<file path="config.mk">
export PLATFORM = sky130hd
export DESIGN_NAME = ref_divider_chain
export DESIGN_NICKNAME = d
export VERILOG_FILES = /design/src/rtl/div_chain_pkg.sv /design/src/rtl/div_reset_sync.sv /design/src/rtl/div_stage_counter.sv /design/src/rtl/div_toggle_stage.sv /design/src/rtl/ref_divider_chain.sv
export SDC_FILE = /design/constraint.sdc
export NUM_CORES = 1
export LEC_CHECK = 0
export BUFFER_PORTS_ARGS = -buffer_cell sky130_fd_sc_hd__buf_2
export CORE_AREA = 8 8 50 52
export DETAILED_ROUTE_END_ITERATION = 10
export DIE_AREA = 0 0 58 60
export PLACE_DENSITY = 0.69
export SYNTH_ARGS = -nofsm -noshare
export SYNTH_HDL_FRONTEND = slang
export SYNTH_SLANG_ARGS = --single-unit
</file>
<file path="constraint.sdc">
create_clock -name clk -period 0.8 [get_ports clk]
set_input_delay 0.08 -clock clk [delete_from_list [all_inputs] [get_ports clk]]
set_output_delay 0.08 -clock clk [all_outputs]
set_load 0.02 [all_outputs]
</file>
<file path="src/rtl/div_chain_pkg.sv">
package div_chain_pkg;

  // Number of counting stages ahead of the final toggle flop.
  localparam int unsigned NUM_COUNTERS = 3;

  // Modulus of counting stage idx: two binary stages, then one odd stage.
  function automatic int unsigned stage_mod(input int unsigned idx,
                                            input int unsigned a_bits,
                                            input int unsigned b_bits,
                                            input int unsigned c_mod);
    int unsigned m;
    case (idx)
      0:       m = 32'd1 << a_bits;
      1:       m = 32'd1 << b_bits;
      default: m = c_mod;
    endcase
    return m;
  endfunction

endpackage

</file>
<file path="src/rtl/div_reset_sync.sv">
module div_reset_sync #(
  parameter int unsigned STAGES = 2
) (
  input  logic clk,
  input  logic rst_n,
  output logic rst_q
);

  logic [STAGES-1:0] shift_q;
  logic [STAGES-1:0] shift_d;

  always_comb begin
    shift_d = {shift_q[STAGES-2:0], 1'b1};
  end

  always_ff @(posedge clk or negedge rst_n) begin
    if (!rst_n) begin
      shift_q <= '0;
    end else begin
      shift_q <= shift_d;
    end
  end

  assign rst_q = shift_q[STAGES-1];

endmodule

</file>
<file path="src/rtl/div_stage_counter.sv">
module div_stage_counter #(
  parameter int unsigned MOD = 2,
  localparam int unsigned W  = (MOD > 2) ? $clog2(MOD) : 1
) (
  input  logic clk,
  input  logic rst_n,
  input  logic adv_i,
  output logic tap_o,
  output logic wrap_o
);

  logic [W-1:0] cnt_q;
  logic [W-1:0] cnt_d;
  logic         at_last;

  assign at_last = (cnt_q == W'(MOD - 1));

  always_comb begin
    cnt_d = cnt_q;
    if (adv_i) begin
      if (at_last) begin
        cnt_d = '0;
      end else begin
        cnt_d = cnt_q + W'(1);
      end
    end
  end

  always_ff @(posedge clk or negedge rst_n) begin
    if (!rst_n) begin
      cnt_q <= '0;
    end else begin
      cnt_q <= cnt_d;
    end
  end

  // The advance strobe for the next stage fires on this stage's wrap,
  // i.e. the cycle in which the top bit falls (or, for an odd modulus,
  // the cycle in which the top-count state is left).
  assign wrap_o = adv_i & at_last;
  assign tap_o  = cnt_q[W-1];

endmodule

</file>
<file path="src/rtl/div_toggle_stage.sv">
module div_toggle_stage (
  input  logic clk,
  input  logic rst_n,
  input  logic adv_i,
  output logic q_o
);

  logic q_q;
  logic q_d;

  always_comb begin
    q_d = q_q;
    if (adv_i) begin
      q_d = ~q_q;
    end
  end

  always_ff @(posedge clk or negedge rst_n) begin
    if (!rst_n) begin
      q_q <= 1'b0;
    end else begin
      q_q <= q_d;
    end
  end

  assign q_o = q_q;

endmodule

</file>
<file path="src/rtl/ref_divider_chain.sv">
module ref_divider_chain #(
  parameter int unsigned A_BITS      = 7,
  parameter int unsigned B_BITS      = 3,
  parameter int unsigned C_MOD       = 5,
  parameter int unsigned SYNC_STAGES = 2
) (
  input  logic clk,
  input  logic rst_n,
  output logic tap_div128,
  output logic tap_div1024,
  output logic pulse_div5120,
  output logic square_out
);

  import div_chain_pkg::*;

  localparam int unsigned NC = NUM_COUNTERS;

  logic          rst_q;
  logic [NC:0]   adv;
  logic [NC-1:0] stage_tap;

  div_reset_sync #(
    .STAGES (SYNC_STAGES)
  ) u_rst_sync (
    .clk   (clk),
    .rst_n (rst_n),
    .rst_q (rst_q)
  );

  // The first stage counts every input cycle.
  assign adv[0] = 1'b1;

  for (genvar gi = 0; gi < NC; gi++) begin : g_stage
    localparam int unsigned MOD_I = stage_mod(gi, A_BITS, B_BITS, C_MOD);

    div_stage_counter #(
      .MOD (MOD_I)
    ) u_cnt (
      .clk    (clk),
      .rst_n  (rst_q),
      .adv_i  (adv[gi]),
      .tap_o  (stage_tap[gi]),
      .wrap_o (adv[gi+1])
    );
  end

  div_toggle_stage u_tgl (
    .clk   (clk),
    .rst_n (rst_q),
    .adv_i (adv[NC]),
    .q_o   (square_out)
  );

  assign tap_div128    = stage_tap[0];
  assign tap_div1024   = stage_tap[1];
  assign pulse_div5120 = stage_tap[2];

endmodule

</file>
# [Yosys cells after proc, flatten, opt, wreduce, memory -nomap -nowiden]
# Index checks and enable logic that the tools add are counted.
[classes] n_eq_ne=3 add_sub_neg=3 n_mux=3 bitwise_logic=3
[op_table] operator="$add 7x1->7 const B" count=1
[op_table] operator="$eq 7x7->1 const B" count=1
[op_table] operator="$mux 7" count=1
[op_table] operator="$add 3x1->3 const B" count=2
[op_table] operator="$eq 3x3->1 const B" count=2
[op_table] operator="$mux 3" count=2
[op_table] operator="$and 1x1->1" count=2
[op_table] operator="$not 1->1" count=1
[word_totals] out_inout_bits=4 wordCells=17 inputBits=2 regBits=16

# [Logic depth before layout (Yosys ltp)]
# Gate-level depths: netlist of run 1.
[logic_depth] ltp_word=3 ltp_mapped=5 mapped_depth_nobuf=5

# [Hierarchy]
# A second synthesis of run 1 with hierarchy kept.
[unflattened] cells_unflattened=67 hier_area_um2=750.7
[by_module_without_submodules] module="div_stage_counter (g_stage[0].u_cnt)" instances=1 cells_per_inst=34 seq_area_each_um2=175.2 area_per_inst_um2=345.3
[by_module_without_submodules] module="div_stage_counter (g_stage[2].u_cnt)" instances=1 cells_per_inst=17 seq_area_each_um2=75.1 area_per_inst_um2=167.7
[by_module_without_submodules] module="div_stage_counter (g_stage[1].u_cnt)" instances=1 cells_per_inst=10 seq_area_each_um2=75.1 area_per_inst_um2=146.4
[by_module_without_submodules] module="div_reset_sync" instances=1 cells_per_inst=3 seq_area_each_um2=50.0 area_per_inst_um2=53.8
[by_module_without_submodules] module="div_toggle_stage" instances=1 cells_per_inst=2 seq_area_each_um2=25.0 area_per_inst_um2=33.8
[by_module_without_submodules] module="ref_divider_chain" instances=1 cells_per_inst=1 seq_area_each_um2=0.0 area_per_inst_um2=3.8

# [Worst setup path before layout of run 1]
# No wires, ideal clock.
[synth_timing] path_kind="reg2reg" start="reg g_stage[0].u_cnt.cnt_q[0]" end="reg g_stage[1].u_cnt.cnt_q[0]" synth_period_minus_slack_ns=1.456 path_slack_ns=-0.656 arrival_time_ns=1.332 setup_time_ns=0.125 stages_incl_launch_ff=5 n_path_buf=0 t_required_ns=0.675 path_cell_list="dfrtp_1 ha_1 nand3_4 nor3_4 mux2_2"
[synth_via] elab_chain_cells=1
[synth_rtl] item="start, declared" line_no="div_stage_counter.sv:12" rtl="logic [W-1:0] cnt_q;"
[synth_rtl] item="start signal, assigned" line_no="div_stage_counter.sv:33" rtl="cnt_q <= cnt_d;"
[synth_rtl] item="$eq 7x7->1" line_no="div_stage_counter.sv:16" rtl="assign at_last = (cnt_q == W'(MOD - 1));"
[synth_rtl] item="end signal, assigned" line_no="div_stage_counter.sv:33"
[synth_rtl] item="end, declared" line_no="div_stage_counter.sv:12"
# Every way passes these cells.
# A chain may end at the register's enable or synchronous reset.

# [Final worst setup path of run 1]
[layout_timing] start="reg g_stage[1].u_cnt.cnt_q[0]" end="reg g_stage[2].u_cnt.cnt_q[2]"
[layout_via] elab_chain_cells=2
[layout_rtl] item="$eq 3x3->1" line_no="div_stage_counter.sv:16"
[layout_rtl] item="$and 1x1->1" line_no="div_stage_counter.sv:40" rtl="assign wrap_o = adv_i & at_last;"
[layout_rtl] item="end signal, assigned" line_no="div_stage_counter.sv:33"
[layout_rtl] item="end, declared" line_no="div_stage_counter.sv:12"
# Every way passes these cells.

==> metrics.md, run 1 <==
| Metric | Value |
|---|---|
| Vias | `approximately 580` |
| Worst setup endpoint | `g_stage[2].u_cnt.cnt_q[2]` |
| Chip Height | `approximately 60 um` |
| Total grt overflow | `0` |
| I/O Buffers | `5` |
| CP max FO | `3` |
| P_leak | `about 0.56 nW` |
| Synthesized flop and latch total | `16` |
| End of the worst register-to-register path | `g_stage[2].u_cnt.cnt_q[2]` |
| Reg2Reg Launch Point | `g_stage[1].u_cnt.cnt_q[0]` |
| WL final | `around 1.6 mm` |
| Post-route cell area | `0.001161 mm^2` |
| Crit end category | `flip-flop` |
| CP Launch Type | `flip-flop` |
| Fmax | `about 700 MHz` |
| Final max-slew violation count | `0` |
| Ports | `6` |
| Initial antenna violation count | `0` |
| Nets | `around 110` |
| Failing checks | `negative setup slack` |
| DRT antenna net count | `0` |
| FFs w/ async S/R, synth | `100.0%` |
| Worst min path class | `input pin to async pin` |
| Largest net degree at the start of global routing | `10` |
| Total GRT Usage | `roughly 11%` |
| Area growth, synth to finish | `61.95%` |
| Antenna Cells | `0` |
| Vias in the first global route | `between 600 and 700` |
| RSZ-0062 raised after global routing | `yes` |
| Worst Skew | `between 0.005 and 0.006 ns` |
| GR Util met1 | `between 10 and 15%` |
| Minimum clock period | `about 1.4 ns` |
| Clk sinks | `16` |
| Cell row count | `16` |
| Top Usage Layer GRT | `met2` |
| Die area | `around 0.0035 mm^2` |
| H-tree depth | `1` |
| VDD IR max | `approximately 1 mV` |
| Final HPWL DP | `1.085 mm` |
| Fin crit share | `179.6%` |
| Flop2flop setup slack | `-0.64 ns` |
| Post-synth top flop | `dfrtp_1` |
| Worst r2r path cells | `6` |
| Fillers | `about 150` |
| Syn Inst Count | `59` |
| Worst Path Required | `between 0.9 and 1 ns` |
| Routability cong. | `between 0.7 and 0.8` |
| Sequential area share after synthesis | `between 50 and 60%` |
| Chip Width | `58 um` |
| First-pass GRT wire length | `around 2.9 mm` |
| Post-synth EDFFs | `0` |
| Setup violators final | `17` |
| Cell variety after synth | `21` |
| Syn avg cell area | `12.15 um^2` |
| DRT Pass-1 Iters | `1` |
| Clk buf depth | `2` |
| Clock Latency Late Sink | `0.30 ns` |
| Vias per cell | `5.070` |
| Average wire per standard cell | `about 14 um` |
| Layout cells sized above 1 | `~60%` |
| Final Total Pwr | `1.397 mW` |
| Syn nets | `66` |
| Drt drc | `0` |
| Outcome | `finished with violations` |
| Hold slack final | `around 0.076 ns` |
| TritonCTS clock tree | `built` |
| Starting Density | `39.79%` |
| 1st-iter DRT viols | `0` |
| Final setup margin | `-0.6371 ns` |
| Kind of critical path | `flip-flop to flip-flop` |
| Total CTS buffers | `3` |
| Dpl cell area | `about 980 um^2` |
| Worst path arrival time | `1.62 ns` |
| Crit. Startpoint | `g_stage[1].u_cnt.cnt_q[0]` |
| Met3 Use GR | `about 2.2%` |
| Sum of negative setup slack | `-7.176 ns` |
| Total of max-cap violations | `0` |
| Clock-pin slew on the worst setup and hold paths | `approximately 0.10 ns` |
| CTS Root Cell | `clkbuf_4` |
| Synthesized cell area | `roughly 720 um^2` |
| Core area | `about 0.0018 mm^2` |
| Power Density | `between 1000 and 1500 mW/mm^2` |
| Final Hold Viols | `0` |
| Synth warn | `0` |
| Met2 Use GR | `20.06%` |
-- sequential cells by signal (all words and copies together), names as in the netlist --
register	count
u_tgl.q_o	1
u_rst_sync.shift_q	2
g_stage.u_cnt.cnt_q	13
-- synth_stat cells, types with 2 or more instances --
library cell / number / area, um^2
dfrtp_1: 16 / 400.4
nor2_1: 6 / 22.52
ha_1: 5 / 62.56
inv_1: 4 / 15.01
mux2_2: 4 / 45.04
nand2_1: 4 / 15.01
xor2_1: 3 / 26.28
a21oi_1: 2 / 10.01
nand3_1: 2 / 10.01
xnor2_1: 2 / 17.52
-- worst max-delay path, stage by stage, from the launching register on --
cell and delay, ns:
dfrtp_1 0.37, ha_2 0.19, ha_4 0.13, nand4_1 0.14, buf_4 0.20, o31ai_4 0.19
o41ai_2 0.11
-- cell usage in the layout, fill, tap and decap left out, types with 3 or more instances in the layout --
| cell type | count |
|---|---|
| nor2_2 | 3 |
| dfrtp_1 | 15 |
| nand2_1 | 4 |
| buf_4 | 23 |
| buf_6 | 8 |
| clkbuf_4 | 3 |
| mux2_4 | 3 |
| inv_1 | 4 |
-- metrics by stage --
| stage | worst slack, ns | utilization, % | instances |
|---|---|---|---|
| final | -0.6371 | 64.44 | 115 |
| after CTS | -0.6335 | 62.01 | 113 |
| after floorplan | -0.6083 | - | 59 |
| after detailed placement | -0.6537 | 54.31 | 105 |
| after global placement | -0.5820 | 54.31 | 105 |
| after global routing | -0.7288 | 64.44 | 115 |
-- timing repair --
| action | 4_1_cts | 5_1_grt |
|---|---|---|
| hold endpoints to repair | 2 | 0 |
| gates resized for setup | 17 | 8 |
| hold buffers | 1 | 0 |
| buffers inserted | 5 | 5 |
| setup endpoints to repair | 17 | 17 |
| pin swaps | 3 | 3 |
-- layer usage --
metal	vias up	part of all wire, %	wire, um
li1	273	-	-
met1	295	39	622
met2	9	53	848
met3	6	2.9	47
met4	0	5.7	92
met5	-	0	0
-- power by group --
group	internal [mW]	total [mW]	switching, mW
clock network	0.278	0.555	0.277
logic	0.0113	0.0278	0.0165
registers	0.813	0.815	0.00184
total	1.10	1.40	0.295
-- layout make-up --
type / count / area (um^2) / area share (%)
Tap cell: 18 / 22.52 / 1.940
Timing Repair Buffer: 34 / 282.8 / 24.35
Multi-Input combinational cell: 39 / 402.9 / 34.70
Clock buffer: 4 / 36.28 / 3.125
Inverter: 4 / 15.01 / 1.293
Sequential cell: 16 / 401.6 / 34.59
-- worst min path at each step --
stage	from	end	slack, ns
finish	rst_n	u_rst_sync.shift_q[1]	0.08
global route	rst_n	u_rst_sync.shift_q[0]	0.08
CTS	rst_n	u_rst_sync.shift_q[0]	0.07
detailed placement	rst_n	u_rst_sync.shift_q[0]	-0.13
global placement	rst_n	u_rst_sync.shift_q[0]	-0.14
floorplan	rst_n	u_rst_sync.shift_q[0]	-0.22
-- logic make-up after synthesis --
family | after synthesis | share of synthesized area, %
AOI/OAI and AO/OA | 5 | 4.363
xor gates and xnor gates | 5 | 6.109
adders and majority gates | 5 | 8.726
buffers and inverters | 4 | 2.094
DFF | 16 | 55.85
muxes | 5 | 7.678
other | 1 | 0.5231
and+or+nand+nor | 18 | 14.66
Power figures use the tool's default switching activity.
==> run 2: changes to the inputs <==
CTS_BUF_LIST = sky130_fd_sc_hd__clkbuf_2   (was default)
SETUP_SLACK_MARGIN = 0.02   (was default)
==> metrics.md, run 2 (same netlist as run 1, synthesis figures left out) <==
| Metric | Value |
|---|---|
| DRT Pass-1 Iters | `4 (was 1)` |
| Clock-pin slew on the worst setup and hold paths | `0.16 ns (was 0.10 ns)` |
| 1st-iter DRT viols | `3 (was 0)` |
| Final Hold Viols | `0 (unchanged)` |
| Clk sinks | `16 (unchanged)` |
| Cell row count | `16 (unchanged)` |
| Crit path buf inv count | `1 (unchanged)` |
| Total GRT Usage | `10.98% (was 11.19%)` |
| Final Instance Count excl. Fillers | `116 (was 115)` |
| Crit-path slowest cell | `dfrtp_1 (unchanged)` |
| Vias | `577 (was 583)` |
| Finished Core Util | `63.40% (was 64.44%)` |
| CP Cell Sequence | `ha_2 -> ha_4 -> nand4_1 -> buf_4 -> o31ai_4 -> o41ai_2 (unchanged)` |
| Nets | `106 (was 105)` |
| Fin crit share | `182.4% (was 179.6%)` |
| Worst Skew | `0.006056 ns (was 0.005483 ns)` |
| Chip Height | `60 um (unchanged)` |
| Clock Latency Late Sink | `0.30 ns (about the same)` |
| Crit-path leading delay family | `flip-flops (unchanged)` |
| Die area | `0.003480 mm^2 (unchanged)` |
| P_leak | `0.5556 nW (was 0.5577 nW)` |
| Average wire per standard cell | `13.77 um (was 14.00 um)` |
| Vias in the first global route | `655 (was 662)` |
| TritonCTS clock tree | `built (unchanged)` |
| Worst min path class | `input pin to async pin (unchanged)` |
| Setup violators final | `17 (unchanged)` |
| Reg with most FFs | `g_stage.u_cnt.cnt_q (unchanged)` |
| Drt drc | `0 (unchanged)` |
| Routability cong. | `0.7855 (unchanged)` |
| Largest net degree at the start of global routing | `10 (unchanged)` |
| Worst Path Required | `0.99 ns (was 0.98 ns)` |
| Total CTS buffers | `3 (unchanged)` |
| Final Total Pwr | `1.223 mW (was 1.397 mW)` |
| Initial antenna violation count | `0 (unchanged)` |
| CTS Root Cell | `clkbuf_2 (was clkbuf_4)` |
| Worst path arrival time | `1.65 ns (was 1.62 ns)` |
| CP max FO | `3 (unchanged)` |
| Commonest non-fill, non-tap cells in the layout | `buf_4 (23), dfrtp_1 (15), buf_6 (9) (was buf_4 (23), dfrtp_1 (15), buf_6 (8))` |
| Final max-slew violation count | `0 (unchanged)` |
| Core area | `0.001802 mm^2 (unchanged)` |
| Most common cell after layout, fill and taps aside | `buf_4 (unchanged)` |
| WL final | `1.597 mm (was 1.610 mm)` |
| H-tree depth | `1 (unchanged)` |
| Final setup margin | `-0.6594 ns (was -0.6371 ns)` |
| Total of max-cap violations | `0 (unchanged)` |
| Antenna Cells | `0 (unchanged)` |
| Clk buf depth | `2 (unchanged)` |
| Failing checks | `negative setup slack (unchanged)` |
| Minimum clock period | `1.459 ns (was 1.437 ns)` |
| Fmax | `685.2 MHz (was 695.9 MHz)` |
| Ports | `6 (unchanged)` |
| Chip Width | `58 um (unchanged)` |
| Kind of critical path | `flip-flop to flip-flop (unchanged)` |
| I/O Buffers | `5 (unchanged)` |
| Final HPWL DP | `1.085 mm (unchanged)` |
| Cells after DPL | `105 (unchanged)` |
| First-pass GRT wire length | `2.815 mm (was 2.863 mm)` |
| DRT antenna net count | `0 (unchanged)` |
| Largest register FFs | `13 (unchanged)` |
| VDD IR max | `0.9705 mV (was 1.022 mV)` |
| Power Density | `1070 mW/mm^2 (was 1204 mW/mm^2)` |
| Starting Density | `39.79% (unchanged)` |
| RSZ-0062 raised after global routing | `yes (unchanged)` |
| Fillers | `149 (unchanged)` |
| Crit end category | `flip-flop (unchanged)` |
| CP Launch Type | `flip-flop (unchanged)` |
| Crit-path max cell delay | `0.40 ns (was 0.37 ns)` |
| Total grt overflow | `0 (unchanged)` |
| Area growth, synth to finish | `59.34% (was 61.95%)` |
| Layout cells sized above 1 | `57.14% (was 59.79%)` |
| Outcome | `finished with violations (unchanged)` |
| Vias per cell | `4.974 (was 5.070)` |
-- run 2: final timing paths --
| path | endpoint | slack (ns) | depth (start not counted) | startpoint |
|---|---|---|---|---|
| setup / recovery | g_stage[2].u_cnt.cnt_q[2] | -0.66 | 6 | g_stage[1].u_cnt.cnt_q[0] |
| hold / removal | u_rst_sync.shift_q[1] | 0.05 | 2 | rst_n |
| setup reg to reg | g_stage[2].u_cnt.cnt_q[2] | -0.66 | 6 | g_stage[1].u_cnt.cnt_q[0] |
| hold reg to reg | g_stage[1].u_cnt.cnt_q[2] | 0.16 | 1 | u_rst_sync.shift_q[1] |
| max in group asynchronous | g_stage[0].u_cnt.cnt_q[0] | 0.47 | 1 | u_rst_sync.shift_q[1] |
| min in group clk | u_rst_sync.shift_q[1] | 0.38 | 0 | u_rst_sync.shift_q[0] |
-- run 2: what timing repair did --
action,in CTS,in global routing
pin swaps,3,3
hold endpoints to repair,2,0
buffers inserted,5,7
gates resized for setup,17,8
endpoints found under the setup margin,17,17
hold buffers,1,0
-- run 2: worst reg2reg max path: stages (launching register included) --
cell	delay, ns
dfrtp_1	0.40
ha_2	0.19
ha_4	0.13
nand4_1	0.14
buf_4	0.20
o31ai_4	0.19
o41ai_2	0.11
-- run 2: per-layer routing --
| layer | vias to the layer above | wire length, um | global-route usage (%) | part of all wire, % |
|---|---|---|---|---|
| met5 | - | 0 | 0 | 0 |
| met4 | 0 | 66 | 9.091 | 4.1 |
| met3 | 6 | 64 | 2.151 | 4.0 |
| met2 | 10 | 829 | 18.79 | 52 |
| met1 | 287 | 636 | 11.43 | 40 |
| li1 | 274 | - | - | - |
-- run 2: final cells by class --
type	count	area, um^2	area share, %
Clock buffer	3	15.01	1.314
Clock inverter	1	3.754	0.3286
Inverter	4	15.01	1.314
Multi-Input combinational cell	39	390.4	34.17
Sequential cell	16	401.6	35.16
Tap cell	18	22.52	1.972
Timing Repair Buffer	35	294.0	25.74
-- run 2: power by group --
group          internal (mW)  switching, mW  total [mW]
Combinational         0.0113         0.0164      0.0278
Clock                  0.109          0.270       0.379
Sequential             0.814        0.00183       0.816
-- run 2: through the flow --
step / hold WS (ns) / instance area, um^2 / TNS [ns] / worst slack [ns]
final: 0.05119 / 1142 / -7.540 / -0.6594
after global routing: 0.05571 / 1142 / -8.672 / -0.7490
after CTS: 0.04586 / 1100 / -7.282 / -0.6440
after detailed placement: -0.1337 / 978.4 / -5.861 / -0.6537
after global placement: -0.1353 / 978.4 / -5.600 / -0.5820
after floorplan: -0.2156 / 758.2 / -4.883 / -0.6083
